### config.mk
export PLATFORM = sky130hd
export DESIGN_NAME = hib_ctrl
export DESIGN_NICKNAME = d
export VERILOG_FILES = /design/src/rtl/hib_pkg.sv /design/src/rtl/hib_acc_gate.sv /design/src/rtl/hib_tick_gen.sv /design/src/rtl/hib_pin_sync.sv /design/src/rtl/hib_ctrl.sv
export SDC_FILE = /design/constraint.sdc
export NUM_CORES = 2
export LEC_CHECK = 0
export ABC_AREA = 1
export BUFFER_PORTS_ARGS = -buffer_cell sky130_fd_sc_hd__buf_4
export CORE_ASPECT_RATIO = 1.2
export CORE_MARGIN = 1.5
export CORE_UTILIZATION = 38
export CTS_BUF_LIST = sky130_fd_sc_hd__clkbuf_4 sky130_fd_sc_hd__clkbuf_8 sky130_fd_sc_hd__clkbuf_16
export DETAILED_ROUTE_END_ITERATION = 16
export HOLD_SLACK_MARGIN = 0.06
export PLACE_DENSITY = 0.6
export SYNTH_ARGS = -nofsm -noshare
export SYNTH_HDL_FRONTEND = slang
export SYNTH_SLANG_ARGS = --single-unit
### constraint.sdc
create_clock -name clk -period 4.2 [get_ports clk]
set_input_delay 0.63 -clock clk [delete_from_list [all_inputs] [get_ports clk]]
set_output_delay 0.63 -clock clk [all_outputs]
set_load 0.05 [all_outputs]
### src/rtl/hib_pkg.sv
package hib_pkg;
    localparam int REG_W = 32;
    localparam int AW    = 10;

    localparam logic [AW-1:0] OFF_CNT  = 10'h000;
    localparam logic [AW-1:0] OFF_M0   = 10'h004;
    localparam logic [AW-1:0] OFF_M1   = 10'h008;
    localparam logic [AW-1:0] OFF_LD   = 10'h00C;
    localparam logic [AW-1:0] OFF_CTRL = 10'h010;
    localparam logic [AW-1:0] OFF_STAT = 10'h014;
    localparam logic [AW-1:0] OFF_DATA = 10'h030;

    localparam int WRC_BIT = 31;

    typedef enum logic [1:0] {ST_RUN, ST_HIB, ST_WAKE} hib_state_e;

    // control register bits 6..0
    typedef struct packed {
        logic spare6;
        logic spare5;
        logic pin_wake;
        logic rtc_wake;
        logic spare2;
        logic hib;
        logic rtc_en;
    } hib_ctrl_t;

    function automatic logic any_wake_src(input logic [6:0] v);
        return v[3] | v[4];
    endfunction
endpackage

### src/rtl/hib_acc_gate.sv
module hib_acc_gate #(
    parameter int DELAY = 3
) (
    input  logic clk,
    input  logic rst,
    input  logic en,
    output logic ready
);
    localparam int CW = $clog2(DELAY + 1);
    logic [CW-1:0] cnt;

    always_ff @(posedge clk) begin
        if (rst || !en) cnt <= '0;
        else if (cnt != CW'(DELAY)) cnt <= cnt + 1'b1;
    end

    assign ready = en && (cnt == CW'(DELAY));
endmodule

### src/rtl/hib_tick_gen.sv
module hib_tick_gen #(
    parameter int DIV = 4
) (
    input  logic clk,
    input  logic rst,
    input  logic run,
    output logic tick
);
    localparam int DW = $clog2(DIV + 1);
    logic [DW-1:0] div;
    logic last;

    assign last = (div == DW'(DIV - 1));

    always_ff @(posedge clk) begin
        if (rst || !run || last) div <= '0;
        else div <= div + 1'b1;
    end

    assign tick = run && last;
endmodule

### src/rtl/hib_pin_sync.sv
module hib_pin_sync (
    input  logic clk,
    input  logic rst,
    input  logic pin_n,
    output logic fall
);
    logic [2:0] sh;

    always_ff @(posedge clk) begin
        if (rst) sh <= 3'b111;
        else sh <= {sh[1:0], pin_n};
    end

    assign fall = sh[2] && !sh[1];
endmodule

### src/rtl/hib_ctrl.sv
module hib_ctrl
    import hib_pkg::*;
#(
    parameter int NDATA     = 64,
    parameter int SLOW_DIV  = 4,
    parameter int WRC_TICKS = 2,
    parameter int ACC_DELAY = 3
) (
    input  logic              clk,
    input  logic              rst,
    input  logic              por,
    input  logic              bus_clk_en,
    input  logic              req_valid,
    input  logic              req_write,
    input  logic [AW-1:0]     req_addr,
    input  logic [REG_W-1:0]  req_wdata,
    output logic [REG_W-1:0]  rd_data,
    output logic              req_ready,
    input  logic              wake_n,
    output logic              pwr_en,
    output logic              slow_clk_on
);
    localparam int WRC_W  = $clog2(WRC_TICKS + 1);
    localparam int DIDX_W = $clog2(NDATA);
    localparam logic [AW-1:0] DATA_LAST = OFF_DATA + AW'(4 * (NDATA - 1));

    hib_ctrl_t        ctrl;
    hib_state_e       state;
    logic [REG_W-1:0] cnt, m0, m1, ld;
    logic [REG_W-1:0] data [NDATA];
    logic [1:0]       stat;
    logic [WRC_W-1:0] wrc_cnt;

    logic side_rst, slow_tick, pin_fall, run;
    logic wrc_ok, acc, wr, rd, in_data, slow_wr, clear_all;
    logic rtc_hit, pin_hit, start_hib;
    logic [AW-1:0]     doff;
    logic [DIDX_W-1:0] didx;

    assign side_rst = rst || por;

    hib_acc_gate #(.DELAY(ACC_DELAY)) u_gate (
        .clk(clk), .rst(side_rst), .en(bus_clk_en), .ready(req_ready));

    hib_tick_gen #(.DIV(SLOW_DIV)) u_tick (
        .clk(clk), .rst(side_rst), .run(run), .tick(slow_tick));

    hib_pin_sync u_pin (
        .clk(clk), .rst(side_rst), .pin_n(wake_n), .fall(pin_fall));

    assign run         = !(state == ST_HIB && !ctrl.rtc_en);
    assign slow_clk_on = run;
    assign pwr_en      = (state == ST_RUN);

    assign wrc_ok  = (wrc_cnt == '0);
    assign acc     = req_valid && req_ready && !side_rst;
    assign wr      = acc && req_write;
    assign rd      = acc && !req_write;
    assign doff    = req_addr - OFF_DATA;
    assign didx    = doff[DIDX_W+1:2];
    assign in_data = (req_addr >= OFF_DATA) && (req_addr <= DATA_LAST) && (req_addr[1:0] == 2'b00);
    assign slow_wr = wr && wrc_ok &&
                     (req_addr == OFF_M0 || req_addr == OFF_M1 || req_addr == OFF_LD || in_data);

    assign clear_all = por || (rst && !ctrl.rtc_en && !ctrl.pin_wake);
    assign rtc_hit   = ctrl.rtc_en && ctrl.rtc_wake && (cnt == m0 || cnt == m1);
    assign pin_hit   = pin_fall && ctrl.pin_wake;
    assign start_hib = req_wdata[1] && any_wake_src(req_wdata[6:0]);

    always_ff @(posedge clk) begin
        if (clear_all) begin
            ctrl    <= '0;
            state   <= ST_RUN;
            cnt     <= '0;
            m0      <= '0;
            m1      <= '0;
            ld      <= '0;
            stat    <= '0;
            wrc_cnt <= '0;
            for (int i = 0; i < NDATA; i++) data[i] <= '0;
        end else begin
            if (wr && req_addr == OFF_STAT) stat <= stat & ~req_wdata[1:0];

            unique case (state)
                ST_RUN: begin
                    if (wr && req_addr == OFF_CTRL) begin
                        ctrl     <= hib_ctrl_t'(req_wdata[6:0]);
                        ctrl.hib <= start_hib;
                        if (start_hib) state <= ST_HIB;
                    end
                end
                ST_HIB: begin
                    if (rtc_hit || pin_hit) begin
                        state <= ST_WAKE;
                        stat  <= stat | {pin_hit, rtc_hit};
                    end
                end
                default: begin
                    if (slow_tick) begin
                        state    <= ST_RUN;
                        ctrl.hib <= 1'b0;
                    end
                end
            endcase

            if (slow_wr && req_addr == OFF_LD) begin
                ld  <= req_wdata;
                cnt <= req_wdata;
            end else if (slow_tick && ctrl.rtc_en) begin
                cnt <= cnt + 1'b1;
            end
            if (slow_wr && req_addr == OFF_M0) m0 <= req_wdata;
            if (slow_wr && req_addr == OFF_M1) m1 <= req_wdata;
            if (slow_wr && in_data) data[didx] <= req_wdata;

            if (slow_wr) wrc_cnt <= WRC_W'(WRC_TICKS);
            else if (slow_tick && !wrc_ok) wrc_cnt <= wrc_cnt - 1'b1;
        end
    end

    always_comb begin
        rd_data = '0;
        if (rd) begin
            if (req_addr == OFF_CNT)       rd_data = cnt;
            else if (req_addr == OFF_M0)   rd_data = m0;
            else if (req_addr == OFF_M1)   rd_data = m1;
            else if (req_addr == OFF_LD)   rd_data = ld;
            else if (req_addr == OFF_CTRL) begin
                rd_data[6:0]   = ctrl;
                rd_data[WRC_BIT] = wrc_ok;
            end
            else if (req_addr == OFF_STAT) rd_data[1:0] = stat;
            else if (in_data)              rd_data = data[didx];
        end
    end

    // control register untouched while the port is not ready
    a_r1_gate_ctrl: assert property (@(posedge clk) disable iff (rst || por)
        (req_valid && req_write && !req_ready && req_addr == OFF_CTRL) |=> $stable(ctrl));

    // compare value holds while write-complete is low
    a_r5_wrc_drop: assert property (@(posedge clk) disable iff (rst || por)
        (req_valid && req_write && req_addr == OFF_M0 && !wrc_ok) |=> $stable(m0));

    // no slow tick during a gated sleep
    a_r3_gated_no_tick: assert property (@(posedge clk) disable iff (rst || por)
        (state == ST_HIB && !ctrl.rtc_en) |-> !slow_tick);

    // one step per enabled tick
    a_r6_count_step: assert property (@(posedge clk) disable iff (rst || por)
        (slow_tick && ctrl.rtc_en && !(slow_wr && req_addr == OFF_LD)) |=> (cnt == $past(cnt) + 1'b1));

    // power returns after the tick following a wake
    a_r11_restore: assert property (@(posedge clk) disable iff (rst || por)
        (state == ST_WAKE && slow_tick) |=> pwr_en);

    // ignored system reset keeps compare values
    a_r9_keep: assert property (@(posedge clk) disable iff (por)
        (rst && (ctrl.rtc_en || ctrl.pin_wake)) |=> ($stable(m0) && $stable(m1)));
endmodule

==> results.md <==
* Area share of the largest cell type after synthesis at 62.7%
* Clock-pin slew on the worst setup and hold paths at 70 ps
* Initial DRC Count at 10886
* Syn_area_per_cell at 9.98 µm²
* Core ar. at 0.257 mm²
* Initial Utilization at 38.2%
* Setup crit start kind: input pin
* Max Fclk at 230 MHz
* Area grow syn2layout at 18.2%
* CP peak stage delay at 500 ps
* HP Class: input pin to flip-flop
* Syn Nets at 9892
* R2R depth at 14
* Worst-path cell chain: buf_12 -> inv_8 -> nor2_4 -> buf_12 -> buf_4 -> nand2_1 -> nor2_1 -> nor2_2 -> nand3_2 -> buf_4 -> buf_4 -> nor2_4 -> nand4_1 -> nand2_1 -> nand2_2 -> a21oi_4 -> buf_6
* Power per cell area at 422 mW/mm²
* Detailed-placement wirelength estimate at 237000 µm
* Vias in the first global route at 74307
* Pin count of the biggest net entering global routing at 120
* Leak at 46.7 nW
* Die Y-Extent at 560 µm
* Grt ovf at 0
* Endpoints failing setup at 5
* Worst Setup Path Type: input pin to output pin
* Buffers on Ports at 83
* FF+latch count, synth at 2197
* Fin crit period at 4350 ps
* Hold Slack at 76.8 ps
* Worst Hold End: m1[27]
* Vias post-DR at 77799
* Max_slew headroom at 13.1%
* DRT Pass-1 Iters at 8
* Post-Syn Area at 0.0981 mm²
* Yosys warns at 0
* Top-count cell post-synth: nor2_1
* Filler cell count at 23906
* Post-route setup slack at -148 ps
* Maximum vdd ir drop at 0.000363 V
* Clock skew at 35.7 ps
* Worst Hold Launch: req_wdata[27]
* DRT antenna net count at 0
* Req. time, crit path at 3570 ps
* Num CTS Buffers at 215
* DP Worst Slack at -814 ps
* Max clock buf depth at 4
* Number of H-tree levels at 4
* CP max-delay cell: nand4_1
* Routed vias/inst at 5.70
* Number of flops mapped to enable cells by yosys at 2048
* Die W at 467 µm
* DRC violations left at 0
* Cell count after placement at 13185
* R2R Path End: data[60][9]
* Routed Wire Length at 380000 µm
* Top_reg_cell synth: edfxtp_1
* Seq/Total Area, Yosys at 65.7%
* Sink Count at 2197
* Worst Hold Path Cells at 3
* Multi-input gate area at 0.0296 mm²
* Buf/Inv on CP at 7
* Wirelength per Cell at 27.8 µm
* Async set or reset register ratio after synthesis at 0%
* Crit Reg-Reg Startpoint: u_gate.cnt[0]
* Commonest cells post-synth: 3194 x nor2_1, 2048 x edfxtp_1, 1117 x nand2_1
* Setup_tns at -312 ps
* # rows at 204
* Slew Viols, Final at 0
* Failing checks: setup timing
* Worst Max-Slew Pin Slew at 1300 ps
* Worst Setup End Kind: output pin
* # Max-Cap Violations at 0
* Yosys top cell by area: edfxtp_1
* Syn Inst Count at 9834
* Crit path depth at 17
* Most frequent CP cell: buf_4
* Tcrit/Tclk final at 104%
* FF/Latch Area at 0.0645 mm²
* Tot GR Track Use at 28.2%
* Pwr Total at 49.0 mW
* Main area contributors after synthesis: edfxtp_1 63%, nor2_1 12%, nand2_1 4.3%
* First-pass GRT wire length at 537000 µm
* Final #Nets at 10131
* Routability Congestion at 0.978
* Status: complete, but fails checks
* Initial antenna violation count at 19
* Count of different cell masters after synthesis at 39
* CP max FO at 7
* Post-Layout Cell Count at 13641
* RSZ-0062 raised after global routing: yes
* Reg2Reg Setup Slack at 500 ps
* Die Footprint at 0.261 mm²
* CTS tree: done
* Fraction of layout instances using a drive strength above 1 at 16.9%
* Clock Latency Late Sink at 900 ps
* # IOs at 84
* WP data arrival at 3720 ps
* Clock tree root buffer cell: clkbuf_16
* Final Hold Viols at 0
* Delay-heaviest family, CP: simple AND/OR/NAND/NOR gates
## power breakdown
| group | total, mW | switching, mW | internal [mW] |
|---|---|---|---|
| logic | 4.94 | 3.44 | 1.50 |
| registers | 24.8 | 0.210 | 24.6 |
| clock network | 19.2 | 8.52 | 10.7 |
## cell usage in the layout (no fill, tap or decap), drive strengths merged, types with 3 or more instances in the layout
cell type    count
dfxtp          149
clkinvlp         8
a31oi            9
a211oi          39
nor3           153
inv            379
clkbuf         279
dlygate4sd3     27
o21a             9
o211ai          79
nor2          3197
clkinv         109
o221ai          10
o22a            15
xnor2           37
bufbuf           3
nand2         1118
xor2            23
nor4            39
o31ai            4
diode            6
o2111ai        175
a21oi          151
o22ai          138
nand3b          43
nand4           61
ha               9
bufinv          13
buf            817
nand3          191
or2            413
edfxtp        2048
o21ai          487
## metrics by stage
stage	cell area [µm²]	util, %
after global routing	116000	45.1
after global placement	108000	41.9
after CTS	115000	44.8
final	116000	45.1
after floorplan	98200	-
after detailed placement	108000	41.9
## cell type report
class	instances	area share, %
inverter	404	1.36
antenna	6	0.0129
clock inverter	105	0.734
timing repair buffer	851	8.03
sequential	2197	55.6
multi-input combinational	6404	25.5
tap	3399	3.67
clock buffer	275	5.09
## flip-flops by register name, summed over array words and instances, names as in the netlist
register	cells
cnt	32
ctrl	7
data	2048
ld	32
m0	32
m1	32
stat	2
state	2
u_gate.cnt	2
u_pin.sh	3
u_tick.div	3
wrc_cnt	2
## worst min-delay path, stage by stage
cell and delay (ps):
buf_4 140, nor2_1 100, a211oi_1 50
## what timing repair did
item                       in CTS  in global routing
gates cloned                    4                  4
gates resized for setup        54                 90
pin swaps                      12                 23
hold buffers                   27                  0
setup endpoints to repair      23                 25
setup buffers                  11                 25
hold endpoints to repair       38                  0
## how the worst max path moves through the flow
stage                     slack (ps)   startpoint           to
after floorplan                   10  req_addr[4]  rd_data[23]
after global placement          -870  req_addr[7]  rd_data[27]
after detailed placement        -810  req_addr[7]  rd_data[27]
after CTS                        -70  req_addr[2]  rd_data[27]
after global routing             -90  req_addr[2]  rd_data[27]
final                           -150  req_addr[2]  rd_data[27]
## metal layers
layer  up-vias  part of all wire, %  GRT usage (%)
met5         -                0.018              0
met4        10                  7.9           19.1
met3       934                   10           5.06
met2      4938                   45           43.8
met1     38364                   36           36.0
li1      33553                    -              -
## cell families after synthesis
kind of cell / after synthesis / synth area share [%]
adders and majority gates: 9 / 0.115
buffers and inverters: 1233 / 4.73
DFF: 2197 / 65.7
xor gates and xnor gates: 60 / 0.536
AOI/OAI and AO/OA: 1118 / 7.00
muxes: 1 / 0.0102
and+or+nand+nor: 5216 / 21.9
Note: power is estimated with default switching activity, not from simulation.
